### src/rtl/ir_ppm_tx.sv
module ir_ppm_tx #(
  parameter int DIV      = 80,
  parameter int ON       = 27,
  parameter int MARK_P   = 21,
  parameter int SPACE0_P = 21,
  parameter int SPACE1_P = 64
) (
  input  logic       clk,
  input  logic       rst_n,
  input  logic       start,
  input  logic [7:0] payload,
  input  logic       carrier_en,
  input  logic       hw_select,
  input  logic       sw_level,
  output logic       ir_n,
  output logic       busy
);
  localparam int DIV_W = (DIV > 1) ? $clog2(DIV) : 1;
  localparam int MAXP  = (MARK_P > SPACE0_P) ? ((MARK_P > SPACE1_P) ? MARK_P : SPACE1_P)
                                             : ((SPACE0_P > SPACE1_P) ? SPACE0_P : SPACE1_P);
  localparam int LEN_W = $clog2(MAXP + 1);

  logic [DIV_W-1:0] div;
  logic [LEN_W-1:0] pcnt, seg_last;
  logic [7:0]       shreg;
  logic [3:0]       bit_idx;
  logic             is_mark, busy_q;

  wire tick     = busy_q && (div == DIV_W'(DIV - 1));
  wire seg_done = tick && (pcnt == seg_last);
  wire car_low  = div < DIV_W'(ON);
  wire enc_n    = !(busy_q && is_mark && (car_low || !carrier_en));

  always_comb
    if (is_mark)       seg_last = LEN_W'(MARK_P - 1);
    else if (shreg[0]) seg_last = LEN_W'(SPACE1_P - 1);
    else               seg_last = LEN_W'(SPACE0_P - 1);

  assign ir_n = hw_select ? enc_n : sw_level;
  assign busy = busy_q;

  always_ff @(posedge clk or negedge rst_n)
    if (!rst_n) begin
      busy_q  <= 1'b0;
      is_mark <= 1'b0;
      bit_idx <= '0;
      pcnt    <= '0;
      div     <= '0;
      shreg   <= '0;
    end else if (start && !busy_q) begin
      busy_q  <= 1'b1;
      is_mark <= 1'b1;
      bit_idx <= '0;
      pcnt    <= '0;
      div     <= '0;
      shreg   <= payload;
    end else if (busy_q) begin
      div <= tick ? '0 : div + 1'b1;
      if (tick) pcnt <= seg_done ? '0 : pcnt + 1'b1;
      if (seg_done) begin
        if (is_mark) begin
          if (bit_idx == 4'd8) busy_q  <= 1'b0;
          else                 is_mark <= 1'b0;
        end else begin
          is_mark <= 1'b1;
          shreg   <= shreg >> 1;
          bit_idx <= bit_idx + 1'b1;
        end
      end
    end

  AST_START_ACCEPT: assert property (@(posedge clk) disable iff (!rst_n)
    start && !busy |=> busy);
  AST_SPACE_HIGH:   assert property (@(posedge clk) disable iff (!rst_n)
    busy && !is_mark && hw_select |-> ir_n);
  AST_SOLID_MARK:   assert property (@(posedge clk) disable iff (!rst_n)
    busy && is_mark && !carrier_en && hw_select |-> !ir_n);
  AST_IDLE_HIGH:    assert property (@(posedge clk) disable iff (!rst_n)
    !busy && hw_select |-> ir_n);
  AST_NO_RESTART:   assert property (@(posedge clk) disable iff (!rst_n)
    busy && start && bit_idx != 4'd0 |=> bit_idx != 4'd0);
  AST_BIT_RANGE:    assert property (@(posedge clk) disable iff (!rst_n)
    bit_idx <= 4'd8);
  AST_DIV_BOUND:    assert property (@(posedge clk) disable iff (!rst_n)
    div < DIV_W'(DIV));
endmodule

### config.mk
export PLATFORM = sky130hd
export DESIGN_NAME = ir_ppm_tx
export DESIGN_NICKNAME = d
export VERILOG_FILES = /design/src/rtl/ir_ppm_tx.sv
export SDC_FILE = /design/constraint.sdc
export NUM_CORES = 1
export LEC_CHECK = 0
export ABC_AREA = 1
export ABC_CLOCK_PERIOD_IN_PS = 2300
export BUFFER_PORTS_ARGS = -buffer_cell sky130_fd_sc_hd__buf_2
export CORE_AREA = 4 4 57 59
export CTS_BUF_LIST = sky130_fd_sc_hd__clkbuf_4 sky130_fd_sc_hd__clkbuf_8
export DETAILED_ROUTE_END_ITERATION = 10
export DIE_AREA = 0 0 61 63
export GPL_TIMING_DRIVEN = 0
export PLACE_DENSITY = 0.85
export SLEW_MARGIN = 20
export SYNTH_ARGS = -nofsm -noshare
export SYNTH_HDL_FRONTEND = slang
export SYNTH_SLANG_ARGS = --single-unit
### constraint.sdc
create_clock -name clk -period 2.3 [get_ports clk]
set_clock_uncertainty 0.2 [all_clocks]
set_input_delay 0.23 -clock clk [delete_from_list [all_inputs] [get_ports clk]]
set_output_delay 0.23 -clock clk [all_outputs]
set_load 0.1 [all_outputs]
==> results.md <==
* Outcome: finished clean
* TritonCTS clock tree: built
* CTS Root Cell: clkbuf_4
* Hold Crit Class: in2reg
* Longest Clk Path Bufs at 2
* WP data required at 1.87 ns
* Gr ovfl total at 0
* Vias per cell at 5.21
* Clock sink count at 28
* CTS HTree Levels at 1
* WL final at 3.09 mm
* Starting DRT DRC Count at 47
* Area grow syn2layout at 15.5%
* Worst r2r src: div[0]$_DFFE_PN0P_
* Largest net degree at the start of global routing at 29
* Largest vdd supply drop at 0.000694 V
* Max-slew violations at 0
* WHS Path Cells at 4
* YS warnings at 0
* Endpoints failing hold at 0
* Mean Syn Cell Area at 8.21 um^2
* Worst Hold Path EP: div[0]$_DFFE_PN0P_
* DP Worst Slack at 0.475 ns
* CP arrival at 1.70 ns
* Period utilization at 92.4%
* Initial Utilization at 60.0%
* Ports at 16
* First-pass GRT wire length at 5.45 mm
* Post-synthesis net count at 216
* DRC at 0
* Setup ws final at 0.174 ns
* Setup Fix Bufs, Post-CTS at 0
* Commonest non-fill, non-tap cell in the layout: nand2_1
* Number of global-route vias before repair at 1277
* # rows at 19
* Startpoint Class: flip-flop
* Worst slew pin tran at 0.624 ns
* Flop-to-flop setup slack at 0.50 ns
* Sequential element share of the synthesized area at 43.1%
* Worst setup path class: reg2out
* Post-cts sizing count at 0
* PwrDens at 868 nW/um^2
* Antenna Cells at 0
* GR Util All Layers at 18.1%
* IO Port Bufs at 15
* Post-route minimum period at 2.13 ns
* End of the worst register-to-register path: bit_idx[3]$_DFFE_PN0P_
* Unrepaired setup endpoints after global routing: no
* Skew-Pair Late Insertion Delay at 0.33 ns
* Layout Nets at 245
* Initial DRT Pass Iterations at 4
* Area of the core at 2710 um^2
* HPWL after DPL at 2.21 mm
* Seq cells post-synth at 28
* Clock transition at path regs at 0.15 ns
* Vias post-DR at 1340
* Initial antenna violation count at 0
* Max Clk Rate at 0.470 GHz
* Setup TNS Final at 0 ns
* Crit path capture type: output pin
* Die area at 3840 um^2
* Crit-path max FO at 5
* Most frequent cells in the layout: nand2_1 (72), dfrtp_1 (28), buf_2 (16)
* Max cap viols at 0
* Yosys cell types at 25
* Die X at 61 um
* Hold_sp: start
* Reg2reg path depth at 9
* P_leak at 0.935 nW
* Die Y at 63 um
* Slew Limit Headroom at 58.4%
* Synthesized instance count at 198
* Post-DRT Antenna Nets at 0
* Area of the mapped netlist at 1630 um^2
* Routability Congestion at 0.861
* Total CTS buffers at 3
* Drt wl/cell at 12.0 um
* # fillers at 222
* Layout cell share with drive strength beyond 1 at 19.9%
* Final setup violation count at 0
==> sequential cells by signal (all words and copies together) (netlist names) <==
| signal | count |
|---|---|
| bit_idx | 4 |
| shreg | 8 |
| is_mark | 1 |
| pcnt | 7 |
| busy | 1 |
| div | 7 |
==> cell usage after synthesis <==
master    count  area, um^2
a21oi_1       4        20.0
a32o_1        1        10.0
buf_2         1        5.00
buf_4         1        7.51
buf_6         2        22.5
dfrtp_1      28         701
ha_1          4        50.1
inv_1        15        56.3
inv_2         1        3.75
nand2_1      72         270
nand2_2       3        18.8
nand3_1       6        30.0
nand3_2      11         110
nand3_4       1        17.5
nand3b_1      1        7.51
nand4_1       4        25.0
nor2_1        8        30.0
nor2_2        2        12.5
nor2_4        3        33.8
nor3_1        3        15.0
o211ai_1      1        7.51
o21ai_0      12        60.1
o22ai_1       4        25.0
xnor2_1       1        8.76
xor2_1        9        78.8
==> cells by family (layout without fill, tap and decap cells) <==
| kind of cell | count (synthesis) | in the layout | share of synthesized area [%] |
|---|---|---|---|
| simple gates | 114 | 114 | 35.1 |
| xor+xnor | 10 | 10 | 5.38 |
| compound gates | 22 | 22 | 7.54 |
| buf+inv | 20 | 48 | 5.85 |
| flops | 28 | 28 | 43.1 |
| fa+ha+maj | 4 | 4 | 3.08 |
==> critical path, cell delays in order (launching register included) <==
cell	delay (ns)
dfrtp_1	0.44
a21oi_1	0.09
o21ai_0	0.15
a21oi_1	0.12
o21ai_4	0.12
buf_2	0.44
==> stage by stage <==
step	hold slack (ns)	power, mW	cell area, um^2	utilization [%]	instances
2_1_floorplan	-0.266	1.26	1640	-	198
3_3_place_gp	0.0804	1.36	1750	64.6	244
3_5_place_dp	0.0865	1.38	1750	64.6	244
4_1_cts	0.0346	1.64	1880	69.3	257
5_1_grt	0.0516	1.77	1880	69.3	257
6_report	0.0423	1.63	1880	69.3	257
==> where the power goes <==
| part | switching, mW | total (mW) | leakage, nW | internal (mW) |
|---|---|---|---|---|
| Sequential | 0.176 | 0.816 | 0.331 | 0.641 |
| Combinational | 0.317 | 0.569 | 0.583 | 0.251 |
| Clock | 0.147 | 0.244 | 0.0210 | 0.0970 |
| Total | 0.640 | 1.63 | 0.935 | 0.989 |
==> area by class of cell <==
type / count / area, um^2 / area share, %
multi-input combinational: 150 / 842 / 44.8
clock buffer: 4 / 36.3 / 1.93
tap: 31 / 38.8 / 2.07
sequential: 28 / 701 / 37.3
inverter: 16 / 60.1 / 3.20
buffer: 4 / 35.0 / 1.87
timing repair buffer: 24 / 165 / 8.79
==> metal layers <==
metal  GRT usage [%]  vias up  part of all wire (%)
met3            2.89        7                   3.3
li1                -      696                     -
met5               0        -                     0
met4            7.59        0                   1.9
met2            30.1       27                    48
met1            22.5      610                    47
==> worst max path at each step <==
stage | from | end | slack [ns] | cells after the start
finish | div[0]$_DFFE_PN0P_ | ir_n | 0.17 | 5
global route | div[0]$_DFFE_PN0P_ | ir_n | 0.07 | 5
CTS | div[0]$_DFFE_PN0P_ | ir_n | 0.19 | 5
detailed placement | busy$_DFF_PN0_ | shreg[4]$_DFFE_PN0P_ | 0.48 | 8
global placement | busy$_DFF_PN0_ | shreg[1]$_DFFE_PN0P_ | 0.50 | 8
floorplan | busy$_DFF_PN0_ | shreg[0]$_DFFE_PN0P_ | 0.05 | 9
==> what timing repair did <==
item,CTS,global route
endpoints found under the hold margin,36,0
endpoints found under the setup margin,0,0
hold buffers,9,0
Power figures use the tool's default switching activity.
